[src/rtl/rst_seq_pkg.sv]
package rst_seq_pkg;

   // Request from the cause decoder to the start-up window timer.
   typedef struct packed {
      logic restart;   // open or restart the start-up window
      logic full;      // reset all state
      logic pcsp;      // reset program counter and stack pointer
   } rst_req_t;

endpackage

[src/rtl/rst_seq_sync.sv]
module rst_seq_sync #(
   parameter int STAGES  = 2,
   parameter bit RST_VAL = 1'b1
) (
   input  logic clk,
   input  logic arst_n,
   input  logic d,
   output logic q
);

   if (STAGES < 2) begin : g_bad_stages
      $error("rst_seq_sync: STAGES must be at least 2");
   end

   logic [STAGES-1:0] shift_q;

   always_ff @(posedge clk or negedge arst_n) begin
      if (!arst_n) shift_q <= {STAGES{RST_VAL}};
      else         shift_q <= {shift_q[STAGES-2:0], d};
   end

   assign q = shift_q[STAGES-1];

endmodule

[src/rtl/rst_seq_cause.sv]
module rst_seq_cause
   import rst_seq_pkg::*;
(
   input  logic     clk,
   input  logic     por_n,
   input  logic     pin_rst,
   input  logic     wdt_timeout,
   input  logic     wake_req,
   input  logic     halt_exec,
   input  logic     clr_wdt,
   input  logic     win_active,
   output rst_req_t req,
   output logic     to_flag,
   output logic     pd_flag
);

   logic halted_q, to_q, pd_q;
   logic wdt_full, wdt_warm, wake, halt_go, clr;

   // Priority: pin, watchdog, wake-up, halt, watchdog clear.
   always_comb begin
      wdt_full    = wdt_timeout & ~halted_q & ~pin_rst;
      wdt_warm    = wdt_timeout &  halted_q & ~pin_rst;
      wake        = wake_req & halted_q & ~pin_rst & ~wdt_timeout;
      halt_go     = halt_exec & ~halted_q & ~win_active & ~pin_rst & ~wdt_timeout;
      clr         = clr_wdt & ~halted_q & ~win_active & ~pin_rst & ~wdt_timeout
                    & ~halt_exec;
      req.restart = pin_rst | wdt_timeout | wake;
      req.full    = pin_rst | wdt_full;
      req.pcsp    = pin_rst | wdt_timeout;
   end

   always_ff @(posedge clk or negedge por_n) begin
      if (!por_n) begin
         halted_q <= 1'b0;
         to_q     <= 1'b0;
         pd_q     <= 1'b0;
      end else if (pin_rst) begin
         if (halted_q) begin
            to_q <= 1'b0;
            pd_q <= 1'b1;
         end
         halted_q <= 1'b0;
      end else if (wdt_full) begin
         to_q <= 1'b1;
      end else if (wdt_warm) begin
         to_q     <= 1'b1;
         pd_q     <= 1'b1;
         halted_q <= 1'b0;
      end else if (wake) begin
         halted_q <= 1'b0;
      end else if (halt_go) begin
         halted_q <= 1'b1;
         to_q     <= 1'b0;
         pd_q     <= 1'b1;
      end else if (clr) begin
         to_q <= 1'b0;
         pd_q <= 1'b0;
      end
   end

   assign to_flag = to_q;
   assign pd_flag = pd_q;

endmodule

[src/rtl/rst_seq_timer.sv]
module rst_seq_timer
   import rst_seq_pkg::*;
#(
   parameter int SST_CYCLES = 1024
) (
   input  logic     clk,
   input  logic     por_n,
   input  rst_req_t req,
   output logic     active,
   output logic     full_scope,
   output logic     pcsp_scope
);

   localparam int CNT_W = $clog2(SST_CYCLES);
   localparam logic [CNT_W-1:0] LAST = CNT_W'(SST_CYCLES - 1);

   if (SST_CYCLES < 2) begin : g_bad_len
      $error("rst_seq_timer: SST_CYCLES must be at least 2");
   end

   logic [CNT_W-1:0] cnt_q;
   logic active_q, full_q, pcsp_q, at_end;

   // A power-of-two length ends when the count is all ones; otherwise compare.
   if ((1 << CNT_W) == SST_CYCLES) begin : g_pow2
      assign at_end = &cnt_q;
   end else begin : g_cmp
      assign at_end = (cnt_q == LAST);
   end

   always_ff @(posedge clk or negedge por_n) begin
      if (!por_n) begin
         active_q <= 1'b1;
         cnt_q    <= '0;
         full_q   <= 1'b1;
         pcsp_q   <= 1'b1;
      end else if (req.restart) begin
         active_q <= 1'b1;
         cnt_q    <= '0;
         full_q   <= req.full | (active_q & full_q);
         pcsp_q   <= req.pcsp | (active_q & pcsp_q);
      end else if (active_q) begin
         if (at_end) active_q <= 1'b0;
         else        cnt_q    <= cnt_q + 1'b1;
      end
   end

   assign active     = active_q;
   assign full_scope = full_q;
   assign pcsp_scope = pcsp_q;

endmodule

[src/rtl/rst_seq_ctrl.sv]
module rst_seq_ctrl
   import rst_seq_pkg::*;
#(
   parameter int SST_CYCLES  = 1024,
   parameter int SYNC_STAGES = 2
) (
   input  logic clk,
   input  logic por_n,
   input  logic ext_rst_n,
   input  logic wdt_timeout,
   input  logic wake_req,
   input  logic halt_exec,
   input  logic clr_wdt,
   output logic pcsp_rst,
   output logic periph_rst,
   output logic core_hold,
   output logic to_flag,
   output logic pd_flag
);

   logic     pin_n_sync, active, full_scope, pcsp_scope;
   rst_req_t req;

   rst_seq_sync #(.STAGES(SYNC_STAGES), .RST_VAL(1'b1)) u_pin_sync (
      .clk    (clk),
      .arst_n (por_n),
      .d      (ext_rst_n),
      .q      (pin_n_sync)
   );

   rst_seq_cause u_cause (
      .clk         (clk),
      .por_n       (por_n),
      .pin_rst     (~pin_n_sync),
      .wdt_timeout (wdt_timeout),
      .wake_req    (wake_req),
      .halt_exec   (halt_exec),
      .clr_wdt     (clr_wdt),
      .win_active  (active),
      .req         (req),
      .to_flag     (to_flag),
      .pd_flag     (pd_flag)
   );

   rst_seq_timer #(.SST_CYCLES(SST_CYCLES)) u_timer (
      .clk        (clk),
      .por_n      (por_n),
      .req        (req),
      .active     (active),
      .full_scope (full_scope),
      .pcsp_scope (pcsp_scope)
   );

   assign core_hold  = active;
   assign pcsp_rst   = active & pcsp_scope;
   assign periph_rst = active & full_scope;

endmodule

[config.mk]
export PLATFORM = sky130hd
export DESIGN_NAME = rst_seq_ctrl
export DESIGN_NICKNAME = d
export VERILOG_FILES = /design/src/rtl/rst_seq_pkg.sv /design/src/rtl/rst_seq_sync.sv /design/src/rtl/rst_seq_cause.sv /design/src/rtl/rst_seq_timer.sv /design/src/rtl/rst_seq_ctrl.sv
export SDC_FILE = /design/constraint.sdc
export NUM_CORES = 1
export LEC_CHECK = 0
export ABC_AREA = 1
export BUFFER_PORTS_ARGS = -buffer_cell sky130_fd_sc_hd__buf_2
export CORE_MARGIN = 5
export CORE_UTILIZATION = 55
export DETAILED_ROUTE_END_ITERATION = 10
export PLACE_DENSITY = 0.88
export SYNTH_ARGS = -nofsm -noshare
export SYNTH_HDL_FRONTEND = slang
export SYNTH_SLANG_ARGS = --single-unit
[constraint.sdc]
create_clock -name clk -period 1.57 [get_ports clk]
set_clock_uncertainty 0.05 [all_clocks]
set_input_delay 0.314 -clock clk [delete_from_list [all_inputs] [get_ports clk]]
set_output_delay 0.314 -clock clk [all_outputs]
set_load 0.02 [all_outputs]
# After elaboration in Yosys (flattened, before gate mapping)

Cells that the tools add are included.

Equality and inequality tests: 7
$add $sub $neg: 1
Bitwise operators: 28
Reductions and logical operators: 7
Mux-type cells: 24

Operators with widths:

| cell                                                            | count |
|---|---|
| 10-bit two-way mux                                              | 3 |
| 1-bit two-way mux                                               | 21 |
| 1-bit bitwise AND                                               | 18 |
| 10-bit by 1-bit adder with 10-bit output, second input constant | 1 |
| 10-bit AND reduction                                            | 1 |
| 4-bit by 1-bit != test with 1-bit output, second input constant | 2 |
| 5-bit by 1-bit != test with 1-bit output, second input constant | 1 |
| 1-bit NOT                                                       | 5 |
| 1-bit bitwise OR                                                | 5 |
| 2-bit != test, second input constant                            | 2 |
| 4-bit by 2-bit != test with 1-bit output, second input constant | 1 |
| 2-bit AND reduction                                             | 2 |
| 4-bit AND reduction                                             | 1 |
| 2-bit nonzero test                                              | 2 |
| 3-bit by 2-bit != test with 1-bit output, second input constant | 1 |
| 3-bit AND reduction                                             | 1 |

Flip-flop bits (word level): 18
Input bits: 7
Output and inout bits: 5

# Longest topological paths before layout

Gate-level depths: netlist of run 1.

Depth after elaboration: 12
Gate-level depth with buffers: 9
Depth with buffers taken out: 9

# Cells and area by module

A second synthesis of run 1 with hierarchy kept.

Cell total of the unflattened synthesis: 141
Area total of the unflattened synthesis: 1,038.5 um2

Modules (own cells, without submodules):

| module        | area an instance (um2) | instances | cells an instance |
|---|---|---|---|
| rst_seq_timer | 763.2                  | 1         | 100 |
| rst_seq_cause | 203.9                  | 1         | 34 |
| rst_seq_sync  | 52.6                   | 1         | 2 |
| rst_seq_ctrl  | 18.8                   | 1         | 5 |

# Least setup slack after synthesis of run 1

Ideal clock, no wire load.

Kind: reg2reg
From: register u_timer.cnt_q[0]
To: register u_timer.cnt_q[4]
Clock period less this slack: 1.306 ns
Data required time: 1.402 ns
Cell stages (with the launch flop): 10
Arrival: 1.137 ns
Path slack: 0.264 ns
Path buffers: 0
Cells stage by stage: dfrtp_1 ha_1 nand2_2 nor2_4 nand3_1 nand2_2 nand2_4 clkinv_4 nand2_1 nand2_1

Cells in the longest elaborated chain, start to end: 4
Elaborated cells between the ends (all ways): 7
Those cells by class: add/sub: 1; eq/ne: 1; mux: 3; reduce/logical: 2

RTL lines:

| what                                     | line                | source |
|---|---|---|
| start: declaration                       | rst_seq_timer.sv:21 | `logic [CNT_W-1:0] cnt_q;` |
| start signal: assignment                 | rst_seq_timer.sv:44 | `else cnt_q <= cnt_q + 1'b1;` |
| 10-bit by 1-bit adder with 10-bit output | rst_seq_timer.sv:44 |  |
| 10-bit two-way mux                       | rst_seq_timer.sv:43 | `if (at_end) active_q <= 1'b0;` |
| 10-bit two-way mux                       | rst_seq_timer.sv:42 | `end else if (active_q) begin` |
| 10-bit two-way mux                       | rst_seq_timer.sv:37 | `end else if (req.restart) begin` |

Parallel ways exist; a longest one is shown, timed or not. The select of a mux whose other input is x is not followed.
A chain may end at the register's enable or synchronous reset.

# Final worst setup path of run 1

From: register u_timer.active_q (netlist: u_timer.active)
To: output port pcsp_rst

Cells in the longest elaborated chain, start to end: 1

RTL lines:

| what                     | line                | source |
|---|---|---|
| start: declaration       | rst_seq_timer.sv:22 | `logic active_q, full_q, pcsp_q, at_end;` |
| start signal: assignment | rst_seq_timer.sv:33 | `active_q <= 1'b1;` |
| start signal: assignment | rst_seq_timer.sv:38 | `active_q <= 1'b1;` |
| start signal: assignment | rst_seq_timer.sv:43 |  |
| 1-bit bitwise AND        | rst_seq_ctrl.sv:55  | `assign pcsp_rst = active & pcsp_scope;` |
| end: declaration         | rst_seq_ctrl.sv:14  | `output logic pcsp_rst,` |

No other way between the ends.

==> results of run 1 <==
registers in the layout, summed over array words and instances (netlist names):
| signal | count |
|---|---|
| u_cause.halted_q | 1 |
| u_cause.pd_flag | 1 |
| u_cause.to_flag | 1 |
| u_pin_sync.shift_q | 2 |
| u_timer.active | 1 |
| u_timer.cnt_q | 10 |
| u_timer.full_scope | 1 |
| u_timer.pcsp_scope | 1 |
worst max-delay path: cells and delay by family, from the launching register on:
family | cells | cell delay (ns)
simple gates | 1 | 0.07
flops | 1 | 0.57
buf+inv | 2 | 0.20
where the power goes:
group	switching [mW]	internal (mW)
Combinational	0.0344	0.0195
Sequential	0.00476	0.474
Clock	0.135	0.141
cells in the mapped netlist:
| cell | count |
|---|---|
| buf_4 | 1 |
| nand4_1 | 5 |
| nand2_4 | 1 |
| o21ai_1 | 2 |
| o211ai_1 | 1 |
| ha_1 | 1 |
| nor2_2 | 3 |
| o21bai_1 | 2 |
| dfrtp_1 | 13 |
| dfstp_2 | 5 |
| xor2_1 | 3 |
| nand3_1 | 15 |
| nand2_2 | 2 |
| nor2_4 | 1 |
| inv_1 | 15 |
| nand2_1 | 34 |
| a21oi_1 | 4 |
| clkinv_4 | 1 |
| o21ai_0 | 2 |
| or2_2 | 1 |
| inv_2 | 3 |
| nor2_1 | 9 |
per-layer routing:
| metal | global-route usage | vias to the layer above | routed length [microns] |
|---|---|---|---|
| met5 | 0 | - | 0 |
| met4 | 0.0524 | 0 | 14 |
| met3 | 0.0344 | 2 | 87 |
| met2 | 0.282 | 25 | 912 |
| met1 | 0.218 | 363 | 815 |
| li1 | - | 432 | - |
cells in the final DEF, fill, tap and decap left out:
cell type	count
nand2_1	34
nand2_2	2
inv_2	3
o211ai_1	1
a21oi_1	4
o21ai_0	2
nor2_2	2
o21ai_1	2
clkbuf_8	1
nand4_1	5
buf_2	11
clkbuf_4	3
dfstp_2	5
dfrtp_1	13
inv_1	15
ha_1	1
nor2_4	2
buf_4	3
nand3_1	15
xor2_1	3
dlygate4sd3_1	1
clkinv_4	1
or2_2	1
nand2_4	1
nor2_1	9
o21bai_1	2
per-stage QoR:
step | total power [mW] | utilization | hold slack, ns
finish | 0.809 | 0.657 | 0.0696
CTS | 0.820 | 0.645 | 0.0605
detailed placement | 0.539 | 0.618 | 0.208
global route | 0.858 | 0.657 | 0.0507
floorplan | 0.513 | - | -0.0316
global placement | 0.537 | 0.618 | 0.201
what timing repair did:
action                                  in CTS  in global routing
hold endpoints to repair                    13                  0
endpoints found under the setup margin       0                  3
setup buffers                                0                  2
hold buffers                                 1                  0
resized for setup                            0                  1
logic make-up (layout without fill, tap and decap cells):
kind of cell    count (synthesis)  count (layout)  synth area share
simple gates                   71              71             0.338
buf+inv                        20              38            0.0865
xor+xnor                        3               3            0.0271
flops                          18              18             0.471
compound gates                 11              11            0.0645
fa+ha+maj                       1               1            0.0129
cell type report:
| cell class | count | area (sq um) | share of cell area |
|---|---|---|---|
| well taps | 25 | 31.3 | 0.0279 |
| repair buffers | 15 | 87.6 | 0.0780 |
| inverters | 19 | 76.3 | 0.0680 |
| multi-input cells | 86 | 434 | 0.387 |
| flip-flops and latches | 18 | 457 | 0.407 |
| clock buffers | 4 | 36.3 | 0.0323 |
final timing paths:
check / startpoint / end / slack (ns) / cells after the start
max: u_timer.active$_DFF_PN1_ / pcsp_rst / 0.08 / 3
min: ext_rst_n / u_pin_sync.shift_q[0]$_DFF_PN1_ / 0.07 / 1
max reg2reg: u_timer.cnt_q[0]$_DFFE_PN0P_ / u_timer.cnt_q[5]$_DFFE_PN0P_ / 0.12 / 9
min reg2reg: u_pin_sync.shift_q[0]$_DFF_PN1_ / u_pin_sync.shift_q[1]$_DFF_PN1_ / 0.31 / 0
max in group asynchronous: por_n / u_timer.active$_DFF_PN1_ / 0.72 / 2
min in group asynchronous: por_n / u_timer.cnt_q[7]$_DFFE_PN0P_ / 0.43 / 2
==> metrics.yaml, run 1 <==
drt:
  routed_wl_microns: 1830
  routedWlPerCell_microns: 11.0
  dr.pass1.iters: 7
  num_vias: 822
  drc_errors: 0
  antenna_left: 0
  first_iter_violations: 24
  via_per_inst: 4.92
clock_network:
  clkTransAtPathRegs_ns: 0.10
  clock_path_buffers: 2
  htree_levels: 1
  clock_latency_ns: 0.28
  root_buffer: "clkbuf_4"
  numCtsBuffers: 3
  cts.sinks: 18
  cts_tree: "yes"
timing:
  slew_violations: 0
  setup_violations: 0
  setup_slack_ns: 0.0812
  rsz0062_at_grt: "no"
  worst_pin_slew_ns: 0.383
  setup_tns_ns: 0
  period_minus_slack_ns: 1.49
  max_slew_margin: 0.745
  fmax_mhz: 672
  hold_violations: 0
  min_period_over_period: 0.948
worst_setup_path:
  critPathMaxStageDelay_ns: 0.57
  critPathCaptureType: "output port"
  slowest_stage: "dfstp_2"
  crit_type: "reg2out"
  arrival_ns: 1.12
  path_max_fanout: 5
  startpoint_type: "flip-flop"
  crit_path_cell_trace: "nand2_1 -> inv_1 -> buf_2"
  worst_ep_required_time_ns: 1.21
finish:
  drive_gt1_frac: 0.246
  synthToLayoutAreaGrowth_pct: 15.7
  finalNonFillerCells: 167
  fin_area_sq_um: 1120
  antenna_cells: 0
  num-fill-cells: 142
  fin_nets: 151
floorplanning:
  start_util: 0.568
  io_pins: 12
  die_h_microns: 52.0
  die_w_microns: 52.0
  dieArea_sq_um: 2700
  design.core.area_sq_um: 1710
  num_rows: 15
global_route:
  grt_max_degree: 19
  track_usage: 0.169
  grt_pass1_vias: 795
  globalRoute.totalOverflow: 0
  antenna_found_initial: 0
  grt_pass1_wl_microns: 3410
placement:
  gp_congestion: 0.804
  place_inst: 160
  io_buffer_count: 11
  place_ws_ns: 0.150
  place_area_sq_um: 1060
  dpl.hpwl_microns: 1360
logic_synthesis:
  synth.avg_cell_area_sq_um: 7.82
  synth_seq_area_share: 0.471
  synth_seq_cells: 18
  synth_top_area_frac: 0.335
  synth_cells: 124
  synthesis.area_sq_um: 970
  yosysTopAreaCell: "dfrtp_1"
  yosysWarnings: 0
  syn_nets: 132
  synth_area_leaders: "dfrtp_1 (34%), dfstp_2 (14%), nand2_1 (13%)"
  synth_cell_types: 22
power_and_ir_drop:
  peakVddDrop_uv: 566
  powerDensity_nw_per_um2: 720
  p_leak_nw: 0.597
status:
  status: "finished clean"
flow_run:
  cap_violations: 0
worst_hold_path:
  hold_class: "in2reg"
No activity file was read; power rests on OpenSTA's default activity.
==> run 2: changes to the inputs <==
- SYNTH_HIERARCHICAL: not set -> 1
==> metrics.yaml, run 2 <==
logic_synthesis:
  synth_cell_types: 22
  yosysMostFrequentCell: "nand2_1"
  yosys.area_share.simple: 0.375
  yosysWarnings: 6
  synth_edf_count: 0
  synth-compound-area-share: 0.0928
  synth_cells: 141
  syn_nets: 149
  yosysTopAreaCell: "dfrtp_1"
  synth_top_family_by_area: "simple AND/OR/NAND/NOR gates"
  synthesis.area_sq_um: 1040
  synthXorXnorAreaFrac: 0
  synth_seq_cells: 18
  ys.flop_type: "dfrtp_1"
  synth_top_area_frac: 0.313
  synth_area_leaders: "dfrtp_1 (31%), nand2_1 (18%), dfstp_2 (13%)"
  synthMuxAreaShare: 0
  synth-adder-area-share: 0.0120
  synthArstFlopShare: 1.00
  synth_seq_area_share: 0.440
  synth.avg_cell_area_sq_um: 7.37
  synthTopCellsByCount: "nand2_1 (50), nor2_1 (17), inv_1 (14)"
floorplanning:
  io_pins: 12
  die_h_microns: 53.5
  start_util: 0.589
  die_w_microns: 53.5
  dieArea_sq_um: 2860
  design.core.area_sq_um: 1760
  num_rows: 15
worst_setup_path:
  path_max_fanout: 7
  startpoint_type: "flip-flop"
  critPathMaxStageDelay_ns: 0.53
  r2r_end: "u_timer/cnt_q[2]$_DFFE_PN0P_"
  reg2reg_from: "u_pin_sync/shift_q[1]$_DFF_PN1_"
  crit_path_cell_trace: "inv_2 -> nor2_4 -> nand2_2 -> nor2_2 -> nand4_4 -> nand2_4 -> buf_12 -> nand2_2 -> o21ai_1"
  r2r_slack_ns: 0.04
  slowest_stage: "dfstp_2"
  rr_worst_depth: 9
  arrival_ns: 1.71
  crit_top_cell: "nand2_2"
  worst_ep_required_time_ns: 1.75
  crit_type: "reg2reg"
  critPathCaptureType: "flip-flop"
timing:
  setup_violations: 0
  period_minus_slack_ns: 1.53
  worst_pin_slew_ns: 0.394
  rsz0062_at_grt: "yes"
  hold_violations: 0
  fmax_mhz: 653
  min_period_over_period: 0.976
  max_slew_margin: 0.738
  slew_violations: 0
placement:
  place_area_sq_um: 1160
  io_buffer_count: 11
  gp_congestion: 0.890
  dpl.hpwl_microns: 1460
worst_hold_path:
  hold_class: "in2reg"
  whs_endpoint: "u_pin_sync/shift_q[0]$_DFF_PN1_"
  min_from: "ext_rst_n"
  hold_depth: 1
drt:
  antenna_left: 0
  met3_length_microns: 137
  wl_met2_microns: 1080
  wl_met1_microns: 863
  first_iter_violations: 25
  top_layer: "met4"
  num_vias: 982
  dr.pass1.iters: 4
  routed_wl_microns: 2170
  drc_errors: 0
  routedWlPerCell_microns: 11.2
  via_per_inst: 5.09
global_route:
  globalRoute.totalOverflow: 0
  track_usage: 0.179
  grt_pass1_vias: 894
  grt_pass1_wl_microns: 3630
  grt_max_degree: 19
  antenna_found_initial: 0
finish:
  layout_common_cells: "nand2_1 (45), nor2_1 (15), buf_4 (13), dfrtp_1 (13), inv_1 (11)"
  final_common_cell: "nand2_1"
  antenna_cells: 0
  fin_nets: 177
  drive_gt1_frac: 0.339
  largest-register: "u_timer/cnt_q"
  layout_top_registers: "u_timer/cnt_q x10, u_pin_sync/shift_q x2"
  fin_area_sq_um: 1290
  synthToLayoutAreaGrowth_pct: 24.7
  largest_reg_flops: 10
clock_network:
  cts.sinks: 18
  clkTransAtPathRegs_ns: 0.10
  cts_tree: "yes"
  clock_path_buffers: 2
  htree_levels: 1
  numCtsBuffers: 3
  root_buffer: "clkbuf_4"
  clock_latency_ns: 0.30
power_and_ir_drop:
  power_uw: 806
  peakVddDrop_uv: 552
  p_leak_nw: 0.640
  powerDensity_nw_per_um2: 622
status:
  status: "finished clean"
flow_run:
  cap_violations: 0
## run 2: report_power, final
group          switching (mW)  total, mW  internal [mW]
logic                  0.0524     0.0872         0.0348
registers             0.00692      0.484          0.477
clock network           0.136      0.235         0.0991
total                   0.195      0.806          0.611
## run 2: worst max-delay path by stage
stage,from,to,slack [ns]
after CTS,u_pin_sync/shift_q[1]$_DFF_PN1_,u_timer/cnt_q[0]$_DFFE_PN0P_,0.005
final,u_pin_sync/shift_q[1]$_DFF_PN1_,u_timer/cnt_q[2]$_DFFE_PN0P_,0.04
after global routing,u_pin_sync/shift_q[1]$_DFF_PN1_,u_timer/cnt_q[2]$_DFFE_PN0P_,-0.04
after global placement,u_pin_sync/shift_q[1]$_DFF_PN1_,u_timer/cnt_q[0]$_DFFE_PN0P_,-0.02
after detailed placement,u_pin_sync/shift_q[1]$_DFF_PN1_,u_timer/cnt_q[1]$_DFFE_PN0P_,-0.05
after floorplan,u_pin_sync/shift_q[1]$_DFF_PN1_,u_timer/cnt_q[2]$_DFFE_PN0P_,0.008
## run 2: critical path: cells and delay by family, from the launching register on
family,cells,cell delay [ns]
compound gates,1,0.08
flops,1,0.53
buf+inv,2,0.18
simple gates,6,0.62
## run 2: area by class of cell
type | count | area, sq um
multi-input cells | 106 | 544
inverters | 16 | 63.8
clock buffers | 4 | 26.3
flip-flops and latches | 18 | 457
fillers | 150 | 469
repair buffers | 24 | 173
well taps | 25 | 31.3
## run 2: cell families after synthesis
kind of cell,Yosys count
compound gates,16
fa+ha+maj,1
buf+inv,18
flops,18
simple gates,88
## run 2: repair_timing
item,CTS,global route
gates resized for setup,2,16
endpoints found under the setup margin,8,13
cloned,1,0
buffers inserted,4,3
hold endpoints to repair,13,0
hold buffers,1,0
pin swaps,5,8
## run 2: per-stage QoR
stage          hold slack, ns  setup TNS, ns  setup slack, ns  cells  utilization
3_5_place_dp            0.212         -0.301          -0.0542    180        0.655
5_1_grt                0.0364        -0.0968          -0.0429    193        0.734
6_report               0.0534              0           0.0375    193        0.734
4_1_cts                0.0436              0          0.00516    190        0.699
2_1_floorplan         -0.0316              0          0.00780    141            -
3_3_place_gp            0.208        -0.0703          -0.0156    180        0.655
## run 2: routing by layer
| layer | vias up | track usage |
|---|---|---|
| met2 | 32 | 0.302 |
| met3 | 9 | 0.0254 |
| met1 | 445 | 0.204 |
| li1 | 496 | - |
| met4 | 0 | 0.128 |
| met5 | - | 0 |
==> run 3: changes to the inputs <==
- BUFFER_PORTS_ARGS: -buffer_cell sky130_fd_sc_hd__buf_2 -> not set
- DONT_BUFFER_PORTS: not set -> 1
- PLACE_DENSITY: 0.88 -> 0.82
==> metrics.yaml, run 3 (synthesis gave the netlist of run 2 again) <==
timing:
  period_minus_slack_ns: 1.52
  min_period_over_period: 0.970
  setup_slack_ns: 0.0474
  rsz0062_at_grt: "yes"
  hold_violations: 0
  worst_pin_slew_ns: 0.792
  slew_violations: 0
  hold_slack_ns: 0.0956
  setup_tns_ns: 0
  setup_violations: 0
  max_slew_margin: 0.470
  fmax_mhz: 657
placement:
  io_buffer_count: 0
  dpl.hpwl_microns: 1450
  gp_congestion: 0.825
  place_ws_ns: -0.0847
  place_inst: 169
  place_area_sq_um: 1090
finish:
  largest-register: "u_timer/cnt_q"
  layout_top_registers: "u_timer/cnt_q x10, u_pin_sync/shift_q x2"
  finalNonFillerCells: 182
  layout_common_cells: "nand2_1 (47), nor2_1 (15), dfrtp_1 (13)"
  num-fill-cells: 163
  fin_area_sq_um: 1250
  antenna_cells: 0
  largest_reg_flops: 10
  synthToLayoutAreaGrowth_pct: 20.8
  drive_gt1_frac: 0.274
  fin_nets: 166
  final_common_cell: "nand2_1"
  final_util: 0.711
drt:
  routedWlPerCell_microns: 12.1
  dr.pass1.iters: 4
  antenna_left: 0
  routed_wl_microns: 2200
  first_iter_violations: 32
  via_per_inst: 5.25
  num_vias: 956
  drc_errors: 0
status:
  status: "finished clean"
clock_network:
  cts_tree: "yes"
  root_buffer: "clkbuf_4"
  numCtsBuffers: 3
  clkTransAtPathRegs_ns: 0.10
  htree_levels: 1
  clock_path_buffers: 2
  clock_latency_ns: 0.28
  cts.sinks: 18
worst_setup_path:
  path_max_fanout: 11
  crit_type: "reg2reg"
  arrival_ns: 1.70
  startpoint_type: "flip-flop"
  critPathCaptureType: "flip-flop"
  worst_ep_required_time_ns: 1.75
floorplanning:
  num_rows: 15
  start_util: 0.589
  die_h_microns: 53.5
  dieArea_sq_um: 2860
  design.core.area_sq_um: 1760
  io_pins: 12
  die_w_microns: 53.5
flow_run:
  cap_violations: 0
global_route:
  grt_max_degree: 19
  grt_pass1_vias: 943
  track_usage: 0.186
  grt_pass1_wl_microns: 3870
  globalRoute.totalOverflow: 0
  antenna_found_initial: 0
power_and_ir_drop:
  p_leak_nw: 0.600
  power_uw: 791
  peakVddDrop_uv: 516
  powerDensity_nw_per_um2: 630
worst_hold_path:
  hold_class: "in2reg"
[run 3: changes by cell type in the layout (fill, tap and decap cells not counted), sizes merged]
cell,before,now
buf,23,10
nand2,54,55
dlygate4sd3,1,2
[run 3: path summary, 6_finish.rpt]
| check | start | to | slack [ns] | depth (start not counted) |
|---|---|---|---|---|
| setup / recovery | u_pin_sync/shift_q[1]$_DFF_PN1_ | u_timer/cnt_q[9]$_DFFE_PN0P_ | 0.05 | 9 |
| hold / removal | wdt_timeout | u_cause/to_flag$_DFFE_PN0P_ | 0.1 | 2 |
| setup reg to reg | u_pin_sync/shift_q[1]$_DFF_PN1_ | u_timer/cnt_q[9]$_DFFE_PN0P_ | 0.05 | 9 |
| hold reg to reg | u_pin_sync/shift_q[0]$_DFF_PN1_ | u_pin_sync/shift_q[1]$_DFF_PN1_ | 0.31 | 0 |
| max in group asynchronous | por_n | u_timer/cnt_q[9]$_DFFE_PN0P_ | 0.48 | 1 |
| min in group asynchronous | por_n | u_timer/cnt_q[1]$_DFFE_PN0P_ | 0.50 | 1 |
[run 3: area by class of cell]
class	instances	area, sq um	share of cell area
flip-flops and latches	18	457	0.364
repair buffers	12	106	0.0847
inverters	16	66.3	0.0528
multi-input cells	107	568	0.453
well taps	25	31.3	0.0249
clock buffers	4	26.3	0.0209
[run 3: report_power, final]
part | internal [mW] | leakage, nW | switching, mW
Sequential | 0.477 | 0.229 | 0.0149
Combinational | 0.0254 | 0.355 | 0.0402
Clock | 0.0987 | 0.0150 | 0.135
Total | 0.601 | 0.600 | 0.190
[run 3: per-layer routing]
layer  share of wire  global-route usage
met2            0.54               0.345
met1            0.41               0.197
met5               0                   0
met3           0.045              0.0394
met4          0.0064              0.0851
[run 3: critical path: stages (launching register included)]
cell	delay, ns
dfstp_2	0.54
inv_2	0.05
nor2_4	0.11
nand2_4	0.07
buf_4	0.15
clkinvlp_4	0.17
nand2_1	0.09
nor2_1	0.12
nand2_2	0.07
nand2_2	0.05
[run 3: what timing repair did]
| item | in CTS | in global routing |
|---|---|---|
| pin swaps | 3 | 6 |
| cloned | 2 | 0 |
| hold buffers | 2 | 0 |
| gates resized for setup | 8 | 10 |
| buffers inserted | 1 | 4 |
| hold endpoints to repair | 19 | 0 |
| setup endpoints to repair | 12 | 12 |
